$ cat src/rtl/tlb_pkg.sv
package tlb_pkg;
  localparam int ASID_DEF = 8;
  localparam int PROT_W   = 2;
  localparam int PROT_WR  = 0;   // write permitted
  localparam int PROT_EX  = 1;   // instruction fetch permitted

  typedef logic [PROT_W-1:0] prot_t;

  // True when the stored permissions forbid the requested access.
  function automatic logic prot_denies(input prot_t p, input logic wr, input logic ex);
    return (wr && !p[PROT_WR]) || (ex && !p[PROT_EX]);
  endfunction
endpackage

$ cat src/rtl/tlb_first_set.sv
module tlb_first_set #(
  parameter int W = 8,
  localparam int IW = (W > 1) ? $clog2(W) : 1
) (
  input  logic [W-1:0]  vec,
  output logic [IW-1:0] idx,
  output logic          found
);
  // Lowest set bit wins.
  always_comb begin
    idx   = '0;
    found = 1'b0;
    for (int i = W - 1; i >= 0; i--) begin
      if (vec[i]) begin
        idx   = IW'(i);
        found = 1'b1;
      end
    end
  end
endmodule

$ cat src/rtl/tlb_tag_cmp.sv
module tlb_tag_cmp #(
  parameter int ENTRIES = 32,
  parameter int VPN_W   = 20,
  parameter int ASID_W  = 8
) (
  input  logic [VPN_W-1:0]  vpn_tab  [ENTRIES],
  input  logic [ASID_W-1:0] asid_tab [ENTRIES],
  input  logic [ENTRIES-1:0] valid,
  input  logic [VPN_W-1:0]  key_vpn,
  input  logic [ASID_W-1:0] key_asid,
  output logic [ENTRIES-1:0] match_vec
);
  for (genvar i = 0; i < ENTRIES; i++) begin : g_cmp
    assign match_vec[i] = valid[i] && (vpn_tab[i] == key_vpn) && (asid_tab[i] == key_asid);
  end
endmodule

$ cat src/rtl/tlb_victim_pick.sv
module tlb_victim_pick #(
  parameter int ENTRIES = 32,
  localparam int IW = (ENTRIES > 1) ? $clog2(ENTRIES) : 1
) (
  input  logic [ENTRIES-1:0] valid,
  input  logic [ENTRIES-1:0] wired,
  input  logic [IW-1:0]      rr,
  output logic [IW-1:0]      slot,
  output logic               ok,
  output logic               by_rr
);
  logic [ENTRIES-1:0] free_v, cand_v, at_or_after, cand_hi;
  logic [IW-1:0] free_idx, hi_idx, lo_idx;
  logic free_any, hi_any, lo_any;

  assign free_v = ~valid;
  assign cand_v = ~wired;
  for (genvar i = 0; i < ENTRIES; i++) begin : g_mask
    assign at_or_after[i] = (IW'(i) >= rr);
  end
  assign cand_hi = cand_v & at_or_after;

  tlb_first_set #(.W(ENTRIES)) u_free (.vec(free_v),  .idx(free_idx), .found(free_any));
  tlb_first_set #(.W(ENTRIES)) u_hi   (.vec(cand_hi), .idx(hi_idx),   .found(hi_any));
  tlb_first_set #(.W(ENTRIES)) u_lo   (.vec(cand_v),  .idx(lo_idx),   .found(lo_any));

  always_comb begin
    slot  = '0;
    ok    = 1'b1;
    by_rr = 1'b0;
    if (free_any) begin
      slot = free_idx;
    end else if (hi_any) begin
      slot  = hi_idx;
      by_rr = 1'b1;
    end else if (lo_any) begin
      slot  = lo_idx;
      by_rr = 1'b1;
    end else begin
      ok = 1'b0;
    end
  end
endmodule

$ cat src/rtl/tlb_assoc.sv
module tlb_assoc
  import tlb_pkg::*;
#(
  parameter int ENTRIES = 32,
  parameter int VPN_W   = 20,
  parameter int PFN_W   = 16,
  parameter int ASID_W  = ASID_DEF
) (
  input  logic                clk,
  input  logic                rst_n,
  input  logic                lk_req,
  input  logic [VPN_W-1:0]    lk_vpn,
  input  logic [ASID_W-1:0]   lk_asid,
  input  logic                lk_wr,
  input  logic                lk_ex,
  output logic                lk_hit,
  output logic                lk_miss,
  output logic                lk_fault,
  output logic [PFN_W-1:0]    lk_pfn,
  output logic [PROT_W-1:0]   lk_prot,
  input  logic                fill_en,
  input  logic [VPN_W-1:0]    fill_vpn,
  input  logic [ASID_W-1:0]   fill_asid,
  input  logic [PFN_W-1:0]    fill_pfn,
  input  logic [PROT_W-1:0]   fill_prot,
  input  logic                fill_wired,
  input  logic                flush_all,
  input  logic                flush_asid_en,
  input  logic [ASID_W-1:0]   flush_asid
);
  localparam int IDX_W = (ENTRIES > 1) ? $clog2(ENTRIES) : 1;

  logic [VPN_W-1:0]   tab_vpn  [ENTRIES];
  logic [ASID_W-1:0]  tab_asid [ENTRIES];
  logic [PFN_W-1:0]   tab_pfn  [ENTRIES];
  prot_t              tab_prot [ENTRIES];
  logic [ENTRIES-1:0] valid, wired;
  logic [IDX_W-1:0]   rr;

  function automatic logic [IDX_W-1:0] step_ptr(input logic [IDX_W-1:0] p);
    return (p == IDX_W'(ENTRIES - 1)) ? '0 : p + 1'b1;
  endfunction

  // ---------------- lookup path ----------------
  logic [ENTRIES-1:0] lk_match;
  logic [IDX_W-1:0]   lk_idx;
  logic               lk_any, lk_deny;

  tlb_tag_cmp #(.ENTRIES(ENTRIES), .VPN_W(VPN_W), .ASID_W(ASID_W)) u_lk_cmp (
    .vpn_tab(tab_vpn), .asid_tab(tab_asid), .valid(valid),
    .key_vpn(lk_vpn), .key_asid(lk_asid), .match_vec(lk_match));
  tlb_first_set #(.W(ENTRIES)) u_lk_enc (.vec(lk_match), .idx(lk_idx), .found(lk_any));

  assign lk_deny  = prot_denies(tab_prot[lk_idx], lk_wr, lk_ex);
  assign lk_hit   = lk_req && lk_any && !lk_deny;
  assign lk_fault = lk_req && lk_any && lk_deny;
  assign lk_miss  = lk_req && !lk_any;
  assign lk_pfn   = (lk_req && lk_any) ? tab_pfn[lk_idx]  : '0;
  assign lk_prot  = (lk_req && lk_any) ? tab_prot[lk_idx] : '0;

  // ---------------- fill path ----------------
  logic [ENTRIES-1:0] fl_match;
  logic [IDX_W-1:0]   fl_idx, vic_slot, fill_slot;
  logic               fl_any, vic_ok, vic_by_rr, flush_any, fill_go, rr_step;

  tlb_tag_cmp #(.ENTRIES(ENTRIES), .VPN_W(VPN_W), .ASID_W(ASID_W)) u_fl_cmp (
    .vpn_tab(tab_vpn), .asid_tab(tab_asid), .valid(valid),
    .key_vpn(fill_vpn), .key_asid(fill_asid), .match_vec(fl_match));
  tlb_first_set #(.W(ENTRIES)) u_fl_enc (.vec(fl_match), .idx(fl_idx), .found(fl_any));
  tlb_victim_pick #(.ENTRIES(ENTRIES)) u_vic (
    .valid(valid), .wired(wired), .rr(rr),
    .slot(vic_slot), .ok(vic_ok), .by_rr(vic_by_rr));

  assign flush_any = flush_all || flush_asid_en;
  assign fill_go   = fill_en && !flush_any && (fl_any || vic_ok);
  assign fill_slot = fl_any ? fl_idx : vic_slot;
  assign rr_step   = fill_go && !fl_any && vic_by_rr;

  // ---------------- flush path ----------------
  logic [ENTRIES-1:0] kill;
  for (genvar i = 0; i < ENTRIES; i++) begin : g_kill
    assign kill[i] = !wired[i] && (flush_all || (flush_asid_en && tab_asid[i] == flush_asid));
  end

  // ---------------- state ----------------
  always_ff @(posedge clk or negedge rst_n) begin
    if (!rst_n) begin
      valid <= '0;
      wired <= '0;
      rr    <= '0;
    end else begin
      valid <= valid & ~kill;
      if (fill_go) begin
        valid[fill_slot] <= 1'b1;
        wired[fill_slot] <= fill_wired;
      end
      if (rr_step) rr <= step_ptr(vic_slot);
    end
  end

  always_ff @(posedge clk) begin
    if (fill_go) begin
      tab_vpn[fill_slot]  <= fill_vpn;
      tab_asid[fill_slot] <= fill_asid;
      tab_pfn[fill_slot]  <= fill_pfn;
      tab_prot[fill_slot] <= fill_prot;
    end
  end

  // ---------------- assertions ----------------

  outcome_excl_chk: assert property (@(posedge clk) disable iff (!rst_n)
    $onehot0({lk_hit, lk_miss, lk_fault}));

  idle_quiet_chk: assert property (@(posedge clk) disable iff (!rst_n)
    !lk_req |-> !(lk_hit || lk_miss || lk_fault));

  single_match_chk: assert property (@(posedge clk) disable iff (!rst_n)
    $onehot0(lk_match));

  victim_unpinned_chk: assert property (@(posedge clk) disable iff (!rst_n)
    vic_ok |-> !wired[vic_slot]);

  flush_all_chk: assert property (@(posedge clk) disable iff (!rst_n)
    flush_all |=> ((valid & ~wired) == '0) && $stable(wired));

  fill_lands_chk: assert property (@(posedge clk) disable iff (!rst_n)
    fill_go |=> valid[$past(fill_slot)]);

  full_pinned_drop_chk: assert property (@(posedge clk) disable iff (!rst_n)
    (fill_en && !fl_any && (&wired)) |=> $stable(valid));
endmodule

$ cat config.mk
export PLATFORM = sky130hd
export DESIGN_NAME = tlb_assoc
export DESIGN_NICKNAME = d
export VERILOG_FILES = /design/src/rtl/tlb_pkg.sv /design/src/rtl/tlb_first_set.sv /design/src/rtl/tlb_tag_cmp.sv /design/src/rtl/tlb_victim_pick.sv /design/src/rtl/tlb_assoc.sv
export SDC_FILE = /design/constraint.sdc
export NUM_CORES = 2
export LEC_CHECK = 0
export BUFFER_PORTS_ARGS = -buffer_cell sky130_fd_sc_hd__buf_2
export CAP_MARGIN = 20
export CORE_UTILIZATION = 55
export CTS_CLUSTER_SIZE = 8
export DETAILED_ROUTE_END_ITERATION = 6
export PLACE_DENSITY = 0.71
export SETUP_SLACK_MARGIN = 0.02
export SKIP_CTS_REPAIR_TIMING = 1
export SLEW_MARGIN = 40
export SYNTH_ARGS = -nofsm -noshare
export SYNTH_HDL_FRONTEND = slang
export SYNTH_SLANG_ARGS = --single-unit
$ cat constraint.sdc
create_clock -name clk -period 8.2 [get_ports clk]
set_input_delay 0.82 -clock clk [delete_from_list [all_inputs] [get_ports clk]]
set_output_delay 0.82 -clock clk [all_outputs]
set_load 0.02 [all_outputs]
# Word level (Yosys, flattened, before mapping)
# Memory sizes are Yosys's and may differ from the RTL's.
# Cells that the tools add are included.
# op_classes
div_mod_pow	0
mux	343
n_eq_ne	161
addsub	1
n_reduce_logical	277
n_bitwise	7
magnitude_cmp	36
shifts	0
multipliers	0
# op_table
cell	count
$eq 20x20->1	64
$mux 5	165
$eq 8x8->1	96
$bwmux 640	1
$bwmux 256	1
$logic_and 1x1->1	204
$mux 1	167
$demux 20 s5	1
$not 32->32	3
$ge 5x5->1 const A	16
$and 32x32->32	2
$demux 8 s5	1
$ge 4x5->1 const A	8
$logic_not 1->1	38
$logic_or 1x1->1	35
$bwmux 32	1
$mux 32	1
$or 32x32->32	1
$ge 3x5->1 const A	4
$mux 20	1
$mux 16	1
$ge 1x5->1 const A	2
$ge 2x5->1 const A	2
$mux 8	1
9 further kinds	9
# word_totals
mem_bits_rw	576
n_memories	2
inputBits	91
latchBits	0
out_inout_bits	21
regBits	965
wordCells	894
rom_bits	0
# memory_table
memory	words	word_bits	read_ports	rd_ports_with_merged_regs	write_ports	line	rtl
tab_pfn	32	16	1	0	1	tlb_assoc.sv:35	logic [PFN_W-1:0] tab_pfn [ENTRIES];
tab_prot	32	2	1	0	1	tlb_assoc.sv:36	prot_t tab_prot [ENTRIES];

# Longest topological paths before layout
# logic_depth
word_depth	43
depth_mapped	20
ltp_nobuf	16

# Cells and area by module
# A second synthesis with hierarchy kept.
# hier_totals
hier_cells	5583
hier_area_um2	79105.9
# by_module_without_submodules
module	n_inst	seq_area_each_um2	area_each_um2	cells_each
tlb_assoc	1	45929.0	54756.3	2441
tlb_tag_cmp	2	0.0	10892.9	1337
tlb_first_set	5	0.0	370.4	65
tlb_victim_pick	1	0.0	711.9	143

# Worst setup path after synthesis
# Ideal clock, no wire load.
# synth_path
path_type	input to register
from	input port fill_vpn[10]
to	register wired[0]
path_slack_ns	1.990
path_stages	16
t_arrival_ns	6.084
t_required_ns	8.074
setup_time_ns	0.126
n_path_buf	3
path_cell_list	clkbuf_1 > buf_2 > xnor2_1 > nand2_1 > or3b_2 > nor4_1 > nand4_1 > inv_1 > o2111ai_1 > a311oi_1 > nor2_1 > nor2_2 > or3b_1 > clkbuf_1 > nor2_1 > mux2_2
# synth_via
elab_chain_len	41
elab_cells_between_ends	169
classes_between	order compare: 2; eq/ne: 32; mux: 68; reduce/logical: 67
# synth_rtl
item	line	rtl
start, declared	tlb_assoc.sv:22	input logic [VPN_W-1:0] fill_vpn,
$eq 20x20->1	tlb_tag_cmp.sv:14	assign match_vec[i] = valid[i] && (vpn_tab[i] == key_vpn) && (asid_tab[i] == key_asid);
$logic_and 1x1->1 (2 in a row)	tlb_tag_cmp.sv:14	
$mux 5 / $mux 1 (equally long branches) (32 in a row)	tlb_first_set.sv:14	if (vec[i]) begin
$mux 5	tlb_assoc.sv:76	assign fill_slot = fl_any ? fl_idx : vic_slot;
$lt 5x6->1 (not written as such) / $ge 5x1->1 (equally long branches)	tlb_assoc.sv:95	wired[fill_slot] <= fill_wired;
$logic_and 1x1->1 (not written as such)	tlb_assoc.sv:95	
$mux 1 (not written as such)	tlb_assoc.sv:95	
$demux 1 s5	tlb_assoc.sv:95	
$bwmux 32	tlb_assoc.sv:95	
end signal, assigned by index	tlb_assoc.sv:95	
end, declared	tlb_assoc.sv:37	logic [ENTRIES-1:0] valid, wired;
# Several ways; a longest one is shown, not always the timed one.
# A chain may end at the register's enable or synchronous reset.

# Worst setup path in the final report
# layout_path
from	input port lk_vpn[5]
to	output port lk_pfn[7]
# layout_via
elab_chain_len	37
elab_cells_between_ends	163
classes_between	eq/ne: 32; mux: 65; reduce/logical: 65; memory: 1
# layout_rtl
item	line	rtl
start, declared	tlb_assoc.sv:12	input logic [VPN_W-1:0] lk_vpn,
$eq 20x20->1	tlb_tag_cmp.sv:14	
$logic_and 1x1->1 (2 in a row)	tlb_tag_cmp.sv:14	
$mux 5 / $mux 1 (equally long branches) (32 in a row)	tlb_first_set.sv:14	
$mem_v2 32x16 / $logic_and 1x1->1 (equally long branches)	--	
$mux 16 *	tlb_assoc.sv:58	assign lk_pfn = (lk_req && lk_any) ? tab_pfn[lk_idx] : '0;
end, declared	tlb_assoc.sv:19	output logic [PFN_W-1:0] lk_pfn,
# Mark *: on every way between the ends. The rest lies on a longest branch, timed or not.

==> run metrics <==
Remaining DRCs=9; post-synthesis async set-or-reset flop share=0.0448; clk slew on worst S/H paths=0.06 ns; fin area=94800 sq um; synth unique cells=80; post-synth top area share=0.525; die area=155000 sq um; Die Wd=393 um; final period utilization=0.913; Die Span Y=393 um; Place WS=1.04 ns; Slowest-stage cell, CP=or2_2; WL final=341000 um; H-tree depth=4; IO Count=112; cell area power density=196 nW/um^2; Final Max Slew Viols=0; Port Buf Inserts=111; cell area after synthesis=84100 sq um; clock skew=0.0798 ns; final worst slack=0.715 ns; Rel. slew slack=0.346; Psw=4710 uW; Layout Nets=7137; Most used DFF post-synth=edfxtp_1; CP bufs+invs=3; hold crit path type=primary input to asynchronous set/reset pin; TNS Setup=0 ns; Avg Synthesized Cell Area=12.4 sq um; fin crit period=7.48 ns; setup slack, reg-to-reg=2.09 ns; Final Util=0.624; HPWL Detailed=226000 um; Root Driver=clkbuf_16; cell with the most instances after synthesis=xnor2_1; worst setup path category=primary input to output pin; Area Overhead vs Synth=12.7%; crit path max fanout=20; CTS max path bufs=3; Worst-Skew Late Latency=0.89 ns; vias per cell=6.92; CP arrival=6.66 ns; Critical Path End Type=output pin; Seq/Total Area, Yosys=0.546; Iter 0 DRT Violations=9216; RSZ-0062 raised after global routing=false; Synth warnings=0; Hold Vio Cnt, Final=0; Critical Path, Cell by Cell=buf_4 > buf_4 > xnor2_1 > nand4_1 > nor4_1 > nand4_1 > nand2_1 > a211oi_1 > o31ai_1 > a21o_1 > or2_2 > o21ai_0 > a221oi_1 > o22ai_1 > buf_2; status=finished with violations; CP delay by family, top=compound AO/OA/AOI/OAI gates; Least-Margin Pin Slew=0.981 ns; CTS tree=yes; Routed Antenna Nets=0; Pre-Repair DR Iteration Count=7; clock power share=0.437; Max stage delay on crit path=0.67 ns; post-synthesis instance total=6803; pin count of the biggest net entering global routing=70; CTS sink count=1541; setup violators final=0; EDFF count, synth=1472; WHS=0.0445 ns; Max-Cap Viols=0; worst r2r src=rr[2]; number of antenna violations at the first check in global routing=12; Commonest cells post-synth=1543 x xnor2_1, 1472 x edfxtp_1, 637 x nand4_1; row cnt=143; maximum vdd ir drop=238 uV; via count=63200; R2R Path End=tab_pfn[2][0]; Setup crit start kind=primary input; global-route wire length before repair=467000 um; routability-driven placement congestion ratio=1.06; Placed Area=88800 sq um; core area=152000 sq um; CP Data Required Time=7.38 ns; Synth Net Count=6896; P_leak=0.0296 uW; Sw Share=0.254; register share of total power=0.470; Starting Density=0.554; routed length per instance=37.3 um; area leader, netlist=edfxtp_1; FMAX=0.134 GHz; Pint=13900 uW; vias in the first global route=60700; synth top area cells=edfxtp_1 53%, xnor2_1 16%, xor2_1 5.0%; CTS buffer count=212; share of cells above drive strength 1=0.113; violated checks=DRC; Total GRT Usage=0.437; FF-to-FF path depth=14; Comb pwr share=0.094; #FFs+latches synth=1541; GRT overflow=0
==> state kept, by name, summed over array words and instances (netlist names) <==
signal	cells
tab_pfn	512
tab_prot	64
wired	32
tab_asid	256
rr	5
valid	32
tab_vpn	640
==> through the flow <==
stage,std cells,power [uW]
CTS,9131,18500
finish,9141,18600
detailed placement,8857,10500
global placement,8851,10500
floorplan,6803,9730
global route,9136,18900
==> kinds of logic (layout without fill, tap and decap cells) <==
kind of cell             count (synthesis)  count (layout)  share of synthesized area
buffers and inverters                  420             721                     0.0238
AND/OR/NAND/NOR                       1919            1919                      0.129
adder cells (fa/ha/maj)                  2               2                   0.000297
other                                    0               7                          0
multiplexers                           459             459                     0.0565
flip-flops                            1541            1541                      0.546
AO/OA/AOI/OAI                          438             438                     0.0338
XOR/XNOR                              2024            2024                      0.211
==> power by group through the flow <==
stage / registers [uW] / logic, uW / clock network (uW)
6_report: 8720 / 1740 / 8110
5_1_grt: 8710 / 1760 / 8420
4_1_cts: 8720 / 1660 / 8140
2_1_floorplan: 8840 / 893 / 0
3_3_place_gp: 8860 / 1640 / 0
3_5_place_dp: 8870 / 1660 / 0
==> metal layers <==
| layer | up-vias | global-route usage | share of wire |
|---|---|---|---|
| li1 | 25800 | - | - |
| met1 | 31400 | 0.573 | 0.37 |
| met2 | 4850 | 0.648 | 0.43 |
| met3 | 1218 | 0.113 | 0.13 |
| met4 | 10 | 0.272 | 0.073 |
| met5 | - | 0 | 0.00022 |
==> cells in the final DEF, fill, tap and decap left out, types with 56 or more instances in the layout <==
cell	count
mux2_2	73
mux2i_1	381
a21oi_1	56
clkbuf_16	212
nand3_1	117
xor2_1	481
nor4_1	298
o21ai_0	140
nand4_1	637
buf_4	277
edfxtp_1	1472
dfrtp_1	68
nor3_1	73
nand2b_1	78
buf_12	64
nand2_1	358
xnor2_1	1543
nor2_1	99
==> worst max-delay path by stage <==
stage | to | slack (ns) | startpoint | cells after the start
floorplan | wired[0] | 1.99 | fill_vpn[10] | 16
global placement | lk_pfn[7] | 1.11 | lk_vpn[19] | 16
detailed placement | lk_pfn[7] | 1.04 | lk_vpn[19] | 16
CTS | lk_pfn[7] | 1.03 | lk_vpn[19] | 16
global route | lk_pfn[7] | 0.79 | lk_vpn[19] | 16
finish | lk_pfn[7] | 0.72 | lk_vpn[5] | 15
==> layout make-up <==
class | instances | area [sq um]
fill | 11800 | 57100
timing repair buffer | 397 | 3710
clock inverter | 19 | 462
multi-input combinational | 4842 | 36500
inverter | 50 | 188
clock buffer | 255 | 5490
sequential | 1541 | 45900
antenna | 7 | 17.5
tap | 2030 | 2540
No activity file was read; power rests on OpenSTA's default activity.
